--- config.mk ---
export PLATFORM = sky130hd
export DESIGN_NAME = tdm_frame_timer
export DESIGN_NICKNAME = d
export VERILOG_FILES = /design/src/rtl/tfg_pkg.sv /design/src/rtl/tfg_fp_sampler.sv /design/src/rtl/tfg_master_cnt.sv /design/src/rtl/tfg_cmfp_gen.sv /design/src/rtl/tfg_strobe_gen.sv /design/src/rtl/tdm_frame_timer.sv
export SDC_FILE = /design/constraint.sdc
export NUM_CORES = 1
export LEC_CHECK = 0
export ABC_CLOCK_PERIOD_IN_PS = 3750
export CELL_PAD_IN_SITES_DETAIL_PLACEMENT = 1
export CELL_PAD_IN_SITES_GLOBAL_PLACEMENT = 1
export CORE_AREA = 2 2 59 61
export CTS_CLUSTER_DIAMETER = 50
export DETAILED_ROUTE_END_ITERATION = 10
export DIE_AREA = 0 0 61 63
export HOLD_SLACK_MARGIN = 0.05
export PLACE_DENSITY = 0.81
export SYNTH_ARGS = -nofsm -noshare
export SYNTH_HDL_FRONTEND = slang
export SYNTH_SLANG_ARGS = --single-unit
--- constraint.sdc ---
create_clock -name clk -period 3.75 [get_ports clk]
set_input_delay 1.125 -clock clk [delete_from_list [all_inputs] [get_ports clk]]
set_output_delay 1.125 -clock clk [all_outputs]
set_load 0.02 [all_outputs]
--- src/rtl/tfg_pkg.sv ---
package tfg_pkg;

  // Serial stream rate selection
  typedef enum logic {
    RATE_2M = 1'b0,
    RATE_4M = 1'b1
  } rate_e;

  // Counter reset placement relative to the sampled frame boundary
  typedef enum logic {
    RST_ON_EDGE = 1'b0,
    RST_LATE    = 1'b1
  } dly_e;

endpackage

--- src/rtl/tfg_fp_sampler.sv ---
module tfg_fp_sampler (
  input  logic clk,
  input  logic rst,
  input  logic c4_in,
  input  logic fp_n,
  output logic bnd
);

  logic c4_q;
  logic fp_last;
  logic c4_fall;

  assign c4_fall = c4_q & ~c4_in;
  // A boundary is a high-to-low transition of the pulse seen at successive slow falls
  assign bnd     = c4_fall & ~fp_n & fp_last;

  always_ff @(posedge clk) begin
    if (rst) begin
      c4_q    <= 1'b0;
      fp_last <= 1'b1;
    end else begin
      c4_q <= c4_in;
      if (c4_fall) begin
        fp_last <= fp_n;
      end
    end
  end


  bnd_on_fall_chk: assert property (@(posedge clk) disable iff (rst)
    (!$past(rst) && bnd) |-> (!c4_in && $past(c4_in)));


  single_bnd_chk: assert property (@(posedge clk) disable iff (rst)
    bnd |=> !bnd);

endmodule

--- src/rtl/tfg_master_cnt.sv ---
module tfg_master_cnt #(
  parameter int CNT_W = 11
) (
  input  logic             clk,
  input  logic             rst,
  input  logic             bnd,
  input  tfg_pkg::dly_e    dly,
  output logic [CNT_W-1:0] cnt,
  output logic [CNT_W-1:0] cnt_nxt
);
  import tfg_pkg::*;

  logic bnd_q;
  logic rst_req;

  always_ff @(posedge clk) begin
    if (rst) bnd_q <= 1'b0;
    else     bnd_q <= bnd;
  end

  assign rst_req = (dly == RST_LATE) ? bnd_q : bnd;
  assign cnt_nxt = rst_req ? '0 : cnt + 1'b1;

  always_ff @(posedge clk) begin
    if (rst) cnt <= '0;
    else     cnt <= cnt_nxt;
  end


  free_run_chk: assert property (@(posedge clk) disable iff (rst)
    (!$past(rst) && !$past(bnd) && !$past(bnd, 2))
      |-> (cnt == CNT_W'($past(cnt) + 1'b1)));


  edge_reset_chk: assert property (@(posedge clk) disable iff (rst)
    (!$past(rst) && $past(bnd) && ($past(dly) == RST_ON_EDGE)) |-> (cnt == '0));


  late_reset_chk: assert property (@(posedge clk) disable iff (rst)
    (!$past(rst) && !$past(rst, 2) && $past(bnd, 2) &&
     ($past(dly, 2) == RST_LATE) && ($past(dly) == RST_LATE)) |-> (cnt == '0));

endmodule

--- src/rtl/tfg_cmfp_gen.sv ---
module tfg_cmfp_gen #(
  parameter int CNT_W      = 11,
  parameter int LEAD_NODLY = 71,
  parameter int LEAD_DLY   = 68
) (
  input  logic             clk,
  input  logic             rst,
  input  tfg_pkg::dly_e    dly,
  input  logic [CNT_W-1:0] cnt,
  input  logic [CNT_W-1:0] cnt_nxt,
  output logic             cmfp_n
);
  import tfg_pkg::*;

  localparam int FRAME_LEN = 2 ** CNT_W;
  // With a late reset the counter zero trails the boundary by one clock
  localparam logic [CNT_W-1:0] TGT_EDGE = CNT_W'(FRAME_LEN - LEAD_NODLY);
  localparam logic [CNT_W-1:0] TGT_LATE = CNT_W'(FRAME_LEN - LEAD_DLY - 1);

  logic [CNT_W-1:0] tgt;
  assign tgt = (dly == RST_LATE) ? TGT_LATE : TGT_EDGE;

  always_ff @(posedge clk) begin
    if (rst) cmfp_n <= 1'b1;
    else     cmfp_n <= (cnt_nxt != tgt);
  end


  cmfp_width_chk: assert property (@(posedge clk) disable iff (rst)
    !cmfp_n |=> cmfp_n);


  cmfp_pos_chk: assert property (@(posedge clk) disable iff (rst)
    (!cmfp_n && $stable(dly))
      |-> (cnt == ((dly == RST_LATE) ? TGT_LATE : TGT_EDGE)));

endmodule

--- src/rtl/tfg_strobe_gen.sv ---
module tfg_strobe_gen #(
  parameter int CNT_W   = 11,
  parameter int FAST_SH = 2,
  parameter int SLOW_SH = 3,
  parameter int CH_LOG  = 3
) (
  input  logic               clk,
  input  logic               rst,
  input  tfg_pkg::rate_e     rate,
  input  logic [CNT_W-1:0]   cnt_nxt,
  output logic               bit_stb,
  output logic               chan_stb,
  output logic [CH_LOG-1:0]  bit_idx,
  output logic [CNT_W-FAST_SH-CH_LOG-1:0] chan_idx
);
  import tfg_pkg::*;

  localparam int CHW = CNT_W - FAST_SH - CH_LOG;

  logic              lane_bit  [2];
  logic              lane_chan [2];
  logic [CH_LOG-1:0] lane_bidx [2];
  logic [CHW-1:0]    lane_cidx [2];

  // Lane 0 serves the slow rate, lane 1 the fast rate
  for (genvar r = 0; r < 2; r++) begin : g_lane
    localparam int SH = (r == 1) ? FAST_SH : SLOW_SH;
    assign lane_bit[r]  = (cnt_nxt[SH-1:0] == '0);
    assign lane_chan[r] = (cnt_nxt[SH+CH_LOG-1:0] == '0);
    assign lane_bidx[r] = cnt_nxt[SH+CH_LOG-1:SH];
    assign lane_cidx[r] = CHW'(cnt_nxt >> (SH + CH_LOG));
  end

  logic sel;
  assign sel = (rate == RATE_4M);

  always_ff @(posedge clk) begin
    if (rst) begin
      bit_stb  <= 1'b0;
      chan_stb <= 1'b0;
      bit_idx  <= '0;
      chan_idx <= '0;
    end else begin
      bit_stb  <= sel ? lane_bit[1]  : lane_bit[0];
      chan_stb <= sel ? lane_chan[1] : lane_chan[0];
      bit_idx  <= sel ? lane_bidx[1] : lane_bidx[0];
      chan_idx <= sel ? lane_cidx[1] : lane_cidx[0];
    end
  end


  chan_bit_align_chk: assert property (@(posedge clk) disable iff (rst)
    chan_stb |-> (bit_stb && (bit_idx == '0)));

endmodule

--- src/rtl/tdm_frame_timer.sv ---
module tdm_frame_timer #(
  parameter int CNT_W      = 11,
  parameter int LEAD_NODLY = 71,
  parameter int LEAD_DLY   = 68,
  parameter int FAST_SH    = 2,
  parameter int SLOW_SH    = 3,
  parameter int CH_LOG     = 3,
  localparam int CHW       = CNT_W - FAST_SH - CH_LOG
) (
  input  logic              clk,
  input  logic              rst,
  input  logic              c4_in,
  input  logic              fp_n,
  input  logic              dly_sel,
  input  logic              rate_sel,
  output logic [CNT_W-1:0]  frame_cnt,
  output logic              bit_stb,
  output logic              chan_stb,
  output logic [CH_LOG-1:0] bit_idx,
  output logic [CHW-1:0]    chan_idx,
  output logic              cmfp_n
);
  import tfg_pkg::*;

  logic             bnd;
  logic [CNT_W-1:0] cnt_nxt;
  dly_e             dly;
  rate_e            rate;

  assign dly  = dly_e'(dly_sel);
  assign rate = rate_e'(rate_sel);

  tfg_fp_sampler u_samp (
    .clk   (clk),
    .rst   (rst),
    .c4_in (c4_in),
    .fp_n  (fp_n),
    .bnd   (bnd)
  );

  tfg_master_cnt #(.CNT_W(CNT_W)) u_cnt (
    .clk     (clk),
    .rst     (rst),
    .bnd     (bnd),
    .dly     (dly),
    .cnt     (frame_cnt),
    .cnt_nxt (cnt_nxt)
  );

  tfg_cmfp_gen #(
    .CNT_W      (CNT_W),
    .LEAD_NODLY (LEAD_NODLY),
    .LEAD_DLY   (LEAD_DLY)
  ) u_cmfp (
    .clk     (clk),
    .rst     (rst),
    .dly     (dly),
    .cnt     (frame_cnt),
    .cnt_nxt (cnt_nxt),
    .cmfp_n  (cmfp_n)
  );

  tfg_strobe_gen #(
    .CNT_W   (CNT_W),
    .FAST_SH (FAST_SH),
    .SLOW_SH (SLOW_SH),
    .CH_LOG  (CH_LOG)
  ) u_stb (
    .clk      (clk),
    .rst      (rst),
    .rate     (rate),
    .cnt_nxt  (cnt_nxt),
    .bit_stb  (bit_stb),
    .chan_stb (chan_stb),
    .bit_idx  (bit_idx),
    .chan_idx (chan_idx)
  );

endmodule

==> summary.md <==
| Metric | Value |
|---|---|
| CTS Sinks | `26` |
| Worst hold margin | `0.535 ns` |
| Max stage delay cell, worst path | `clkdlybuf4s50_1` |
| Setup TNS | `0 ns` |
| CTS tree | `yes` |
| Req. time, crit path | `2.62 ns` |
| Layout Skew | `0.00347 ns` |
| Post-synthesis sequential area ratio | `43.8%` |
| CP peak stage delay | `0.69 ns` |
| Post-CTS Setup Inserts | `0` |
| Top delay family on crit path | `buffers and inverters` |
| Endpoints failing hold | `0` |
| Crit path kind | `flop to output pin` |
| Placer Congestion | `0.773` |
| Setup crit start kind | `flop` |
| Worst min path class | `flop to flop` |
| Hold_buf cts | `0` |
| Worst rel slew slack | `53.8%` |
| Remaining global-route overflow | `0` |
| Die extent in x | `61 um` |
| Fmax achieved | `371 MHz` |
| Flops & latches, synth | `26` |
| Worst-margin pin slew | `0.685 ns` |
| Post-synth EDFFs | `0` |
| Buffers plus inverters on the worst setup path | `1` |
| Ratio of final minimum period to clock period | `72.0%` |
| Most frequent cell after synthesis | `dfxtp_1` |
| Post-synthesis instance total | `130` |
| Initial Util | `36.8%` |
| Clk_lat worst skew | `0.32 ns` |
| First-pass GRT wire length | `4870 um` |
| Crit. End Element | `output pin` |
| DIE AREA | `3840 sq um` |
| RSZ-0062 raised after global routing | `no` |
| Synth cell types | `38` |
| Post-synth design cell area | `1190 sq um` |
| Core ar. | `3230 sq um` |
| Pin count of the biggest net entering global routing | `17` |
| Input/output buffers | `28` |
| Die Y | `63 um` |
| Overall routing resource usage | `16.5%` |
| Max clock buf depth | `2` |
| Maximum vdd ir drop | `0.258 mV` |
| Status | `finished, final reports clean` |
| Yosys top cell by area | `dfxtp_1` |
| Avg Inst Size Synth | `9.14 sq um` |
| Yosys warns | `0` |
| Area contributors post-synth | `dfxtp_1 (44%), nor2_1 (5.4%), nand3_1 (3.4%), nor3_2 (3.4%), xnor2_1 (2.9%)` |
| Boundary Pins | `29` |
| Post-layout nets | `165` |
| Clk pin slew, worst setup/hold paths | `0.14 ns` |
| Vias in the first global route | `1115` |
| Arrival @ worst endpoint | `1.57 ns` |
| Antenna Cells | `0` |
| DRT Wirelength | `2830 um` |
| Async S/R FF share, synth | `0%` |
| Vias after detailed routing | `1037` |
| Root Buffer | `clkbuf_4` |
| Min Tclk post-route | `2.70 ns` |
| FP Rows | `21` |
| Share of the synthesized area in the top cell type | `43.8%` |
| Leakage power | `0.520 nW` |
| 1st-iter DRT viols | `19` |
| H-tree depth | `1` |
| Finish-stage setup viols | `0` |
| Vias/cell | `5.11` |
| Critical path cell sequence | `clkdlybuf4s50_1` |
| DR DRC count | `0` |
| Antenna violations before repair | `0` |
| CTS Buf Count | `3` |
| ANT nets after route | `0` |
| Top cells by count, synth | `dfxtp_1 (26), nor2_1 (17), nand2_1 (8), nand3_1 (8)` |
| Max-slew violations | `0` |
| Share of layout cells above drive strength 1 | `11.5%` |
| Post-DR wirelength/cell | `13.9 um` |
| Maxcap violations | `0` |
| Worst Path Max Fanout | `10` |
| Router iterations before antenna repair | `4` |
| Primary FF master, synth | `dfxtp_1` |
| DP HPWL | `2160 um` |
| Area Overhead vs Synth | `29.7%` |
| P per Cell Area | `349 nW/um^2` |
| Syn nets | `137` |
| CTS resizes | `0` |
per-stage QoR:
stage                     setup WS, ns  instances  power [mW]  util [%]  cell area, sq um
after detailed placement         0.830        199       0.353      46.1              1490
final                             1.05        203       0.538      47.7              1540
after CTS                         1.02        203       0.548      47.7              1540
after floorplan                   1.63        130       0.330         -              1190
after global routing             0.985        203       0.562      47.7              1540
after global placement           0.926        199       0.351      46.1              1490
kinds of logic after synthesis:
| kind of cell | share of synthesized area [%] |
|---|---|
| multiplexers | 1.79 |
| adder cells (fa/ha/maj) | 1.05 |
| flip-flops | 43.8 |
| AO/OA/AOI/OAI | 12.3 |
| buffers and inverters | 4.74 |
| AND/OR/NAND/NOR | 31.2 |
| XOR/XNOR | 5.16 |
final timing paths:
| path | endpoint | depth (start not counted) | from | slack, ns |
|---|---|---|---|---|
| max reg2reg | u_stb.chan_idx[4]$_SDFF_PP0_ | 6 | u_cnt.cnt[0]$_SDFF_PP0_ | 1.86 |
| min reg2reg | u_cnt.bnd_q$_SDFF_PP0_ | 2 | u_samp.fp_last$_SDFFE_PP1N_ | 0.54 |
| max | frame_cnt[3] | 1 | u_cnt.cnt[3]$_SDFF_PP0_ | 1.05 |
| min | u_cnt.bnd_q$_SDFF_PP0_ | 2 | u_samp.fp_last$_SDFFE_PP1N_ | 0.54 |
tightest hold or removal path, cell delays in order, from the launching register on:
cell       delay (ns)
dfxtp_1          0.36
nand4bb_4        0.11
nor2_1           0.04
layout make-up:
class | instances | area (sq um)
multi-input combinational | 94 | 612
inverter | 5 | 18.8
fill | 383 | 1690
clock buffer | 3 | 22.5
timing repair buffer | 28 | 280
tap | 46 | 57.6
clock inverter | 1 | 30.0
sequential | 26 | 520
routing by layer:
metal / part of all wire, % / track usage, % / vias to the layer above / routed length (um)
li1: - / - / 508 / -
met1: 42 / 18.9 / 508 / 1180
met2: 54 / 29.6 / 19 / 1520
met3: 3.8 / 4.14 / 2 / 107
met4: 0.85 / 4.08 / 0 / 24
met5: 0 / 0 / - / 0
power breakdown:
part | switching [mW] | internal (mW) | leakage [nW]
clock network | 0.0831 | 0.108 | 0.0279
logic | 0.0291 | 0.0264 | 0.281
registers | 0.00814 | 0.283 | 0.211
registers in the layout, indices dropped and copies added (netlist names):
signal and flops:
u_stb.bit_idx 3, u_stb.bit_stb 1, u_stb.chan_idx 6, u_cnt.cnt 11, u_samp.fp_last 1, u_cmfp.cmfp_n 1
u_samp.c4_q 1, u_stb.chan_stb 1, u_cnt.bnd_q 1
placed cells by master (no fill, tap or decap), drive strengths merged, types with 4 or more instances in the layout:
cell type / n
clkdlybuf4s50: 28
nand2: 8
xnor2: 4
o22ai: 4
dfxtp: 26
nor2: 18
a21oi: 5
nor3: 9
nand3: 8
inv: 5
o21a: 4
o21ai: 4
(Power assumes the default switching activity.)
